`config.mk`:
```
export PLATFORM = sky130hd
export DESIGN_NAME = evt_watchdog
export DESIGN_NICKNAME = d
export VERILOG_FILES = /design/src/rtl/evt_wdt_pkg.sv /design/src/rtl/evt_wdt_ctrl.sv /design/src/rtl/evt_wdt_count.sv /design/src/rtl/evt_wdt_irqmap.sv /design/src/rtl/evt_watchdog.sv
export SDC_FILE = /design/constraint.sdc
export NUM_CORES = 1
export LEC_CHECK = 0
export BUFFER_PORTS_ARGS = -buffer_cell sky130_fd_sc_hd__buf_2
export CORE_MARGIN = 2
export CORE_UTILIZATION = 45
export DETAILED_ROUTE_END_ITERATION = 12
export PLACE_DENSITY = 0.77
export SLEW_MARGIN = 0
export SYNTH_ARGS = -nofsm -noshare
export SYNTH_HDL_FRONTEND = slang
export SYNTH_HIERARCHICAL = 1
export SYNTH_SLANG_ARGS = --single-unit
export TNS_END_PERCENT = 5
```
`constraint.sdc`:
```
create_clock -name clk -period 4.5 [get_ports clk]
set_input_delay 0.225 -clock clk [delete_from_list [all_inputs] [get_ports clk]]
set_output_delay 0.225 -clock clk [all_outputs]
set_load 0.05 [all_outputs]
```
`src/rtl/evt_wdt_pkg.sv`:
```
package evt_wdt_pkg;
  localparam int REG_W = 8;
  localparam int ADDR_W = 2;

  localparam logic [ADDR_W-1:0] ADDR_VALUE = 2'd0;
  localparam logic [ADDR_W-1:0] ADDR_CFG   = 2'd1;
  localparam logic [ADDR_W-1:0] ADDR_CTL   = 2'd2;
  localparam logic [ADDR_W-1:0] ADDR_UNIT  = 2'd3;

  // bit positions inside the control register
  localparam int CTL_FLAG  = 0;
  localparam int CTL_FORCE = 2;
  localparam int CTL_PINEN = 3;

  // interrupt-line code that must drive nothing
  localparam int INVALID_CODE = 2;

  typedef struct packed {
    logic reload;    // load counter from loadVal, restart prescaler
    logic forceEvt;  // force timeout: counter to zero
  } wdtStrobe_t;
endpackage

```
`src/rtl/evt_wdt_ctrl.sv`:
```
module evt_wdt_ctrl
  import evt_wdt_pkg::*;
#(
  parameter int IRQ_LINES = 16,
  localparam int CODE_W = $clog2(IRQ_LINES)
) (
  input  logic              clk,
  input  logic              mainRstN,
  input  logic              standbyRstN,
  input  logic              regWrEn,
  input  logic [ADDR_W-1:0] regAddr,
  input  logic [REG_W-1:0]  regWrData,
  output logic [REG_W-1:0]  regRdData,
  input  logic              gamePortAccess,
  input  logic              kbdIrqEvt,
  input  logic              mouseIrqEvt,
  input  logic              kbcForcePin,
  input  logic              expirePulse,
  output wdtStrobe_t        strobe,
  output logic [REG_W-1:0]  loadVal,
  output logic              secMode,
  output logic              statusFlag,
  output logic [CODE_W-1:0] irqCode
);
  logic [REG_W-1:0] valueReg;
  logic [REG_W-1:0] cfgReg;
  logic             pinEn;
  logic             pinQ;

  logic wrVal, wrCfg, wrCtl, wrUnit;
  logic pinRise, activity, forceEvt, clearReq;

  assign wrVal  = regWrEn && (regAddr == ADDR_VALUE);
  assign wrCfg  = regWrEn && (regAddr == ADDR_CFG);
  assign wrCtl  = regWrEn && (regAddr == ADDR_CTL);
  assign wrUnit = regWrEn && (regAddr == ADDR_UNIT);

  // main-domain registers
  always_ff @(posedge clk or negedge mainRstN) begin
    if (!mainRstN) begin
      valueReg <= '0;
      cfgReg   <= '0;
      secMode  <= 1'b0;
    end else begin
      if (wrVal)  valueReg <= regWrData;
      if (wrCfg)  cfgReg   <= regWrData & ~REG_W'(8'h08);
      if (wrUnit) secMode  <= regWrData[REG_W-1];
    end
  end

  assign pinRise  = kbcForcePin && !pinQ;
  assign activity = (gamePortAccess && cfgReg[0]) ||
                    (kbdIrqEvt && cfgReg[1]) ||
                    (mouseIrqEvt && cfgReg[2]);
  assign forceEvt = (wrCtl && (regWrData[CTL_FORCE] || regWrData[CTL_FLAG])) ||
                    (pinEn && pinRise);
  assign clearReq = (wrCtl && !regWrData[CTL_FLAG]) ||
                    (wrVal && (regWrData != '0));

  always_comb begin
    strobe.forceEvt = forceEvt;
    strobe.reload   = !forceEvt &&
                      ((wrCtl && !regWrData[CTL_FLAG]) || wrVal ||
                       (activity && !statusFlag));
    loadVal = wrVal ? regWrData : valueReg;
  end

  // standby-domain registers
  always_ff @(posedge clk or negedge standbyRstN) begin
    if (!standbyRstN) begin
      statusFlag <= 1'b0;
      pinEn      <= 1'b0;
      pinQ       <= 1'b0;
    end else begin
      pinQ <= kbcForcePin;
      if (wrCtl) pinEn <= regWrData[CTL_PINEN];
      if (forceEvt || expirePulse) statusFlag <= 1'b1;
      else if (clearReq)           statusFlag <= 1'b0;
    end
  end

  assign irqCode = cfgReg[REG_W-1 -: CODE_W];

  always_comb begin
    unique case (regAddr)
      ADDR_VALUE: regRdData = valueReg;
      ADDR_CFG:   regRdData = cfgReg;
      ADDR_CTL: begin
        regRdData = '0;
        regRdData[CTL_FLAG]  = statusFlag;
        regRdData[CTL_PINEN] = pinEn;
      end
      default: begin
        regRdData = '0;
        regRdData[REG_W-1] = secMode;
      end
    endcase
  end
endmodule

```
`src/rtl/evt_wdt_count.sv`:
```
module evt_wdt_count
  import evt_wdt_pkg::*;
#(
  parameter int TICKS_PER_UNIT = 60,
  localparam int PRE_W = (TICKS_PER_UNIT > 1) ? $clog2(TICKS_PER_UNIT) : 1
) (
  input  logic             clk,
  input  logic             mainRstN,
  input  logic             secTick,
  input  logic             secMode,
  input  wdtStrobe_t       strobe,
  input  logic [REG_W-1:0] loadVal,
  output logic [REG_W-1:0] cntVal,
  output logic             expirePulse
);
  localparam logic [PRE_W-1:0] PRE_LAST = PRE_W'(TICKS_PER_UNIT - 1);

  logic [PRE_W-1:0] preCnt;
  logic             unitTick;

  assign unitTick = secTick && (secMode || (preCnt == PRE_LAST));
  assign expirePulse = unitTick && (cntVal == REG_W'(1)) &&
                       !strobe.forceEvt && !strobe.reload;

  always_ff @(posedge clk or negedge mainRstN) begin
    if (!mainRstN) begin
      cntVal <= '0;
      preCnt <= '0;
    end else if (strobe.forceEvt) begin
      cntVal <= '0;
      preCnt <= '0;
    end else if (strobe.reload) begin
      cntVal <= loadVal;
      preCnt <= '0;
    end else begin
      if (secTick && !secMode)
        preCnt <= (preCnt == PRE_LAST) ? '0 : preCnt + PRE_W'(1);
      if (unitTick && (cntVal != '0))
        cntVal <= cntVal - REG_W'(1);
    end
  end
endmodule

```
`src/rtl/evt_wdt_irqmap.sv`:
```
module evt_wdt_irqmap
  import evt_wdt_pkg::*;
#(
  parameter int IRQ_LINES = 16,
  localparam int CODE_W = $clog2(IRQ_LINES)
) (
  input  logic                 statusFlag,
  input  logic [CODE_W-1:0]    irqCode,
  output logic [IRQ_LINES-1:0] irqOut
);
  for (genvar k = 0; k < IRQ_LINES; k++) begin : gLine
    if (k == 0 || k == INVALID_CODE) begin : gNone
      assign irqOut[k] = 1'b0;
    end else begin : gDrive
      assign irqOut[k] = statusFlag && (irqCode == CODE_W'(k));
    end
  end
endmodule

```
`src/rtl/evt_watchdog.sv`:
```
module evt_watchdog
  import evt_wdt_pkg::*;
#(
  parameter int TICKS_PER_UNIT = 60,
  parameter int IRQ_LINES = 16
) (
  input  logic                 clk,
  input  logic                 mainRstN,
  input  logic                 standbyRstN,
  input  logic                 secTick,
  input  logic                 regWrEn,
  input  logic [1:0]           regAddr,
  input  logic [7:0]           regWrData,
  output logic [7:0]           regRdData,
  input  logic                 gamePortAccess,
  input  logic                 kbdIrqEvt,
  input  logic                 mouseIrqEvt,
  input  logic                 kbcForcePin,
  output logic [IRQ_LINES-1:0] irqOut
);
  localparam int CODE_W = $clog2(IRQ_LINES);

  wdtStrobe_t        strobe;
  logic [REG_W-1:0]  loadVal;
  logic [REG_W-1:0]  cntVal;
  logic              secMode;
  logic              statusFlag;
  logic              expirePulse;
  logic [CODE_W-1:0] irqCode;

  evt_wdt_ctrl #(.IRQ_LINES(IRQ_LINES)) uCtrl (
    .clk(clk), .mainRstN(mainRstN), .standbyRstN(standbyRstN),
    .regWrEn(regWrEn), .regAddr(regAddr), .regWrData(regWrData),
    .regRdData(regRdData), .gamePortAccess(gamePortAccess),
    .kbdIrqEvt(kbdIrqEvt), .mouseIrqEvt(mouseIrqEvt),
    .kbcForcePin(kbcForcePin), .expirePulse(expirePulse),
    .strobe(strobe), .loadVal(loadVal), .secMode(secMode),
    .statusFlag(statusFlag), .irqCode(irqCode)
  );

  evt_wdt_count #(.TICKS_PER_UNIT(TICKS_PER_UNIT)) uCount (
    .clk(clk), .mainRstN(mainRstN), .secTick(secTick), .secMode(secMode),
    .strobe(strobe), .loadVal(loadVal), .cntVal(cntVal),
    .expirePulse(expirePulse)
  );

  evt_wdt_irqmap #(.IRQ_LINES(IRQ_LINES)) uIrq (
    .statusFlag(statusFlag), .irqCode(irqCode), .irqOut(irqOut)
  );
endmodule

```
# Word-level counts from Yosys, hierarchy flattened
# Index checks and enable logic that the tools add are counted.
[totals]
elab_cells = 95
in_bits = 19
register_bits = 33
output_inout_bits = 24
[classes]
muxes = 11
addsub = 2
eq_ne = 19
reduce_logical = 55
[op_table]
columns = ["cell", "n"]
rows = [
  ["logical AND 1 bit", 34],
  ["== test 4 bit (second input constant)", 8],
  ["2-to-1 mux 8 bit", 4],
  ["2-to-1 mux 6 bit", 4],
  ["one-hot mux 8 bit (3 select lines)", 1],
  ["== test 4 x 3 -> 1 bit (second input constant)", 4],
  ["nonzero test 8 bit", 2],
  ["logical OR 1 bit", 9],
  ["== test 8 x 1 -> 1 bit (second input constant)", 1],
  ["subtractor 8 x 1 -> 8 bit (second input constant)", 1],
  ["adder 6 x 1 -> 6 bit (second input constant)", 1],
  ["== test 6 bit (second input constant)", 1],
  ["logical NOT 1 bit", 6],
  ["nonzero test 3 bit", 2],
  ["== test 2 bit (second input constant)", 2],
  ["== test 4 x 1 -> 1 bit (second input constant)", 1],
  ["== test 4 x 2 -> 1 bit (second input constant)", 1],
  ["== test 2 x 1 -> 1 bit (second input constant)", 1],
  ["logical NOT 2 bit", 1],
  ["2-to-1 mux 1 bit", 2],
  ["nonzero test 2 bit", 1],
]

# Logic depth before layout (Yosys ltp)
[depth]
word_depth = 10
ltp_mapped = 11
mapped_depth_nobuf = 7

# Modules after synthesis
# The synthesis kept the hierarchy.
[by_module_without_submodules]
columns = ["module", "instances", "seq_area_each_um2", "cells_each", "area_each_um2"]
rows = [
  ["evt_wdt_count", 1, 350.3, 109, 970.9],
  ["evt_wdt_ctrl", 1, 475.5, 78, 959.7],
  ["evt_wdt_irqmap", 1, 0.0, 24, 120.1],
]

# Least setup slack after synthesis
# OpenSTA, ideal clock, no wires.
[synth_path]
path_type = "reg-to-reg"
startpoint = "register uCtrl.cfgReg[0]"
endpoint = "register uCount.cntVal[7]"
setup_ns = 0.138
period_less_slack_ns = 2.217
path_stages_with_launch = 10
path_buffers = 2
required_time_ns = 4.362
slack_ns = 2.283
t_arrival_ns = 2.078
cell_sequence = "dfrtp_1 a222oi_1 or2_2 a31oi_1 clkbuf_1 or3_1 nor4_4 or2_1 buf_6 o311ai_2"
[synth_lines]
columns = ["item", "line", "text"]
rows = [
  ["from (decl)", "evt_wdt_ctrl.sv:26", "logic [REG_W-1:0] cfgReg;"],
  ["from (signal assigned)", "evt_wdt_ctrl.sv:46", "if (wrCfg) cfgReg <= regWrData & ~REG_W'(8'h08);"],
  ["to (signal assigned)", "evt_wdt_count.sv:33", "cntVal <= loadVal;"],
  ["to (signal assigned)", "evt_wdt_count.sv:39", "cntVal <= cntVal - REG_W'(1);"],
  ["to (decl)", "evt_wdt_count.sv:13", "output logic [REG_W-1:0] cntVal,"],
]

==> reports/qor.json <==
{
  "clocking": {
    "cts_resized": 0,
    "cts.path.max_buffers": 2,
    "cts_htree_levels": 2,
    "clkSlewWorstSetupHoldPaths_ps": 70,
    "numClockSinks": 33,
    "cts_tree": "done",
    "clock_buffer_count_from_cts": 5,
    "worst_skew_pair.late_latency_ps": 290,
    "cts.root.buffer_cell": "sky130_fd_sc_hd__clkbuf_8"
  },
  "critical_path": {
    "critical_path_buf_inv_count": 1,
    "worst_setup_path_start_kind": "register",
    "cp.required_ps": 4660,
    "timing.critical_path.max_delay_family": "simple AND/OR/NAND/NOR gates",
    "reg2reg_from": "uCtrl/cfgReg[0]$_DFFE_PN0P_",
    "r2r-end": "uCount/cntVal[7]$_DFFE_PN0P_",
    "r2r_setup_slack_ps": 1910,
    "ff2ff_path_depth": 8,
    "timing_worst_setup_path_type": "register to register",
    "critical-path-slowest-cell": "sky130_fd_sc_hd__or3_1",
    "cp-end-kind": "register",
    "cp_max_fo": 17,
    "cp_data_arrival_time_ps": 2740,
    "timing.critical_path.from": "uCtrl/cfgReg[0]$_DFFE_PN0P_",
    "slowest_delay_ps": 450,
    "worstPathCellList": "a222oi_1 > or2_2 > a31oi_1 > buf_4 > or3_1 > nor4_4 > or2_1 > o311ai_2"
  },
  "synthesis": {
    "compound_gate_portion_of_the_synthesized_area_pct": 14.6,
    "fraction_of_the_mapped_netlist_area_in_simple_logic_gates_pct": 22.6,
    "synth.most_common_cell": "sky130_fd_sc_hd__dfrtp_1",
    "postSynth.topFlopCell": "sky130_fd_sc_hd__dfrtp_1",
    "synthesis.instances": 211,
    "post_synth_most_frequent_cells": "sky130_fd_sc_hd__dfrtp_1 (33), sky130_fd_sc_hd__nor2_1 (29), sky130_fd_sc_hd__mux2_2 (18)",
    "yosysUniqueCellTypes": 48,
    "synth_adder_area_share_pct": 2.44,
    "post_synth_main_area_contributors": "sky130_fd_sc_hd__dfrtp_1 (40%), sky130_fd_sc_hd__mux2_2 (9.9%), sky130_fd_sc_hd__nor2_1 (5.3%)",
    "synth.ff_latch_count": 33,
    "largest_family_of_logic_cells_by_synthesized_area": "simple AND/OR/NAND/NOR gates",
    "synth_edf_count": 0,
    "synth.mux.area_fraction_pct": 13.3,
    "ys_warn_count": 6,
    "yosys.area_share.xor_xnor_pct": 0.854,
    "synth-async-reset-ratio_pct": 100,
    "synth.top_cell.area_share_pct": 40.3,
    "ys_seq_area_share_pct": 40.3,
    "post_synth.cell_area_avg_sq_um": 9.72,
    "synth.cell_area_sq_um": 2050,
    "synth_largest_area_cell": "sky130_fd_sc_hd__dfrtp_1"
  },
  "grt": {
    "first_global_vias": 1584,
    "grt_util_all_layers_pct": 18.9,
    "gr-total-overflow": 0,
    "global_route_wire_length_before_repair_microns": 7490,
    "antenna_found_initial": 0,
    "grt_max_degree": 31
  },
  "timing": {
    "worst_slew_pin_slew_ps": 745,
    "timing.fmax_ghz": 0.386,
    "finalClockSkew_ps": 7.57,
    "setup_repair_after_global_routing_missed_its_margin": "false",
    "fin_ws_ps": 1910,
    "report.final.hold_viol_count": 0,
    "slew-limit-headroom_pct": 50.1,
    "tns_ps": 0,
    "timing_max_transition_violations_final": 0,
    "time_the_final_worst_path_needs_with_i_o_delays_and_setup_ps": 2590,
    "layout_worst_path_cycle_share_pct": 57.5,
    "setup_viol": 0
  },
  "power_and_ir_drop": {
    "swShare_pct": 39.7,
    "vdd_ir_drop_max_mv": 0.243,
    "leakagePower_nw": 1.06,
    "p_seq_share_pct": 38.3,
    "net-switching-power_w": 0.000461,
    "p_per_area_nw_per_um2": 492,
    "post-layout-total-power_w": 0.00116,
    "clkPwrFrac_pct": 23.1,
    "p_int_w": 0.000700,
    "comb_power_share_pct": 38.7
  },
  "finish": {
    "finalInstanceArea_sq_um": 2360,
    "area_growth_from_synthesis_to_layout_pct": 15.0,
    "fin_nets": 270,
    "multiInputGateArea_sq_um": 1110,
    "seq_area_sq_um": 826,
    "post-route-util_pct": 53.8,
    "number_of_antenna_repair_diodes": 0,
    "share_of_layout_cells_above_drive_strength_1_pct": 30.4,
    "filler_cell_count": 393
  },
  "run": {
    "maxCapViolCount": 0
  },
  "placed_design": {
    "dpl-instance-area_sq_um": 2230,
    "quantity_of_i_o_buffers_inserted_on_ports": 40,
    "dp_worst_setup_slack_ps": 1820,
    "routabilityCongestion": 0.814,
    "dp_hpwl_microns": 3350
  },
  "route": {
    "ant_nets": 0,
    "drt_first_pass_iters": 4,
    "drt_drc_violations_left": 0,
    "dr.first_iter.drc_count": 112,
    "vias_per_cell": 5.71,
    "wl_microns": 4540,
    "route.vias.total": 1707,
    "routed_length_per_placed_instance_microns": 15.2
  },
  "min_path": {
    "worst_hold_path.num_cells": 1,
    "hold_class": "primary input to register",
    "whs_endpoint": "uCtrl/pinQ$_DFF_PN0_",
    "hold_path.startpoint": "kbcForcePin"
  },
  "floorplan": {
    "dieHeight_microns": 71.5,
    "rows": 24,
    "floorplan.initialDensity_pct": 46.8,
    "floorplan.die_area_sq_um": 5110,
    "core_area_sq_um": 4380,
    "die_x_microns": 71.5,
    "floorplan.io_pins": 43
  },
  "run_status": {
    "outcome": "complete, no violations"
  }
}
layout by cell type, fill, tap and decap left out, types with 5 or more instances in the layout:
cell and instances:
sky130_fd_sc_hd__mux2i_1 7, sky130_fd_sc_hd__o31ai_1 9, sky130_fd_sc_hd__dfrtp_1 33, sky130_fd_sc_hd__buf_2 40, sky130_fd_sc_hd__nor2_1 29, sky130_fd_sc_hd__nor3_1 7, sky130_fd_sc_hd__nand2_1 9, sky130_fd_sc_hd__clkbuf_8 5
sky130_fd_sc_hd__a21oi_1 12, sky130_fd_sc_hd__inv_1 5, sky130_fd_sc_hd__mux2_2 18, sky130_fd_sc_hd__nand3b_1 8
final cells by class:
cell class	count	area share, %
clock buffers	5	2.92
inverters	5	0.796
flip-flops and latches	33	35.0
multi-input cells	158	47.1
repair buffers	44	9.97
clock inverters	2	1.49
well taps	52	2.76
per-layer routing:
metal  wire (microns)  share of wire, %  track usage (%)  vias up
met3              208               4.6             5.34        7
li1                 -                 -                -      837
met4               71               1.6             7.55        0
met5                0                 0                0        -
met2             2110                47             28.9       42
met1             2150                47             25.4      821
sequential cells by signal, indices dropped and copies added (netlist names):
signal and count:
uCtrl/secMode 1, uCount/preCnt 6, uCtrl/cfgReg 7, uCtrl/pinEn 1, uCtrl/valueReg 8, uCtrl/statusFlag 1
uCount/cntVal 8, uCtrl/pinQ 1
worst max path at each step:
stage | end | slack (ps) | cells past startpoint
floorplan | uCount/cntVal[7]$_DFFE_PN0P_ | 2280 | 9
global placement | uCount/cntVal[7]$_DFFE_PN0P_ | 1870 | 10
detailed placement | uCount/cntVal[7]$_DFFE_PN0P_ | 1820 | 10
CTS | uCount/cntVal[7]$_DFFE_PN0P_ | 1950 | 8
global route | uCount/cntVal[6]$_DFFE_PN0P_ | 1760 | 8
finish | uCount/cntVal[7]$_DFFE_PN0P_ | 1910 | 8
cell families after synthesis:
logic type,count (synthesis)
flops,33
xor+xnor,2
buf+inv,21
compound gates,42
other cells,1
simple gates,83
fa+ha+maj,4
mux,25
per-stage QoR:
step / hold WS (ps) / instances
2_1_floorplan: -70.6 / 212
3_3_place_gp: 31.0 / 290
3_5_place_dp: 33.9 / 290
4_1_cts: 64.2 / 299
5_1_grt: 60.7 / 299
6_report: 72.5 / 299
power by group through the flow:
stage	sequential [W]	clock, W	combinational [W]
final	0.000444	0.000267	0.000449
after detailed placement	0.000448	0	0.000446
after global placement	0.000447	0	0.000439
after floorplan	0.000423	0	0.000378
after global routing	0.000459	0.000288	0.000493
after CTS	0.000443	0.000274	0.000450
repair_timing:
item / CTS / global route
hold buffers: 2 / 0
buffers inserted: 0 / 0
endpoints found under the hold margin: 12 / 0
Power figures use the tool's default switching activity.
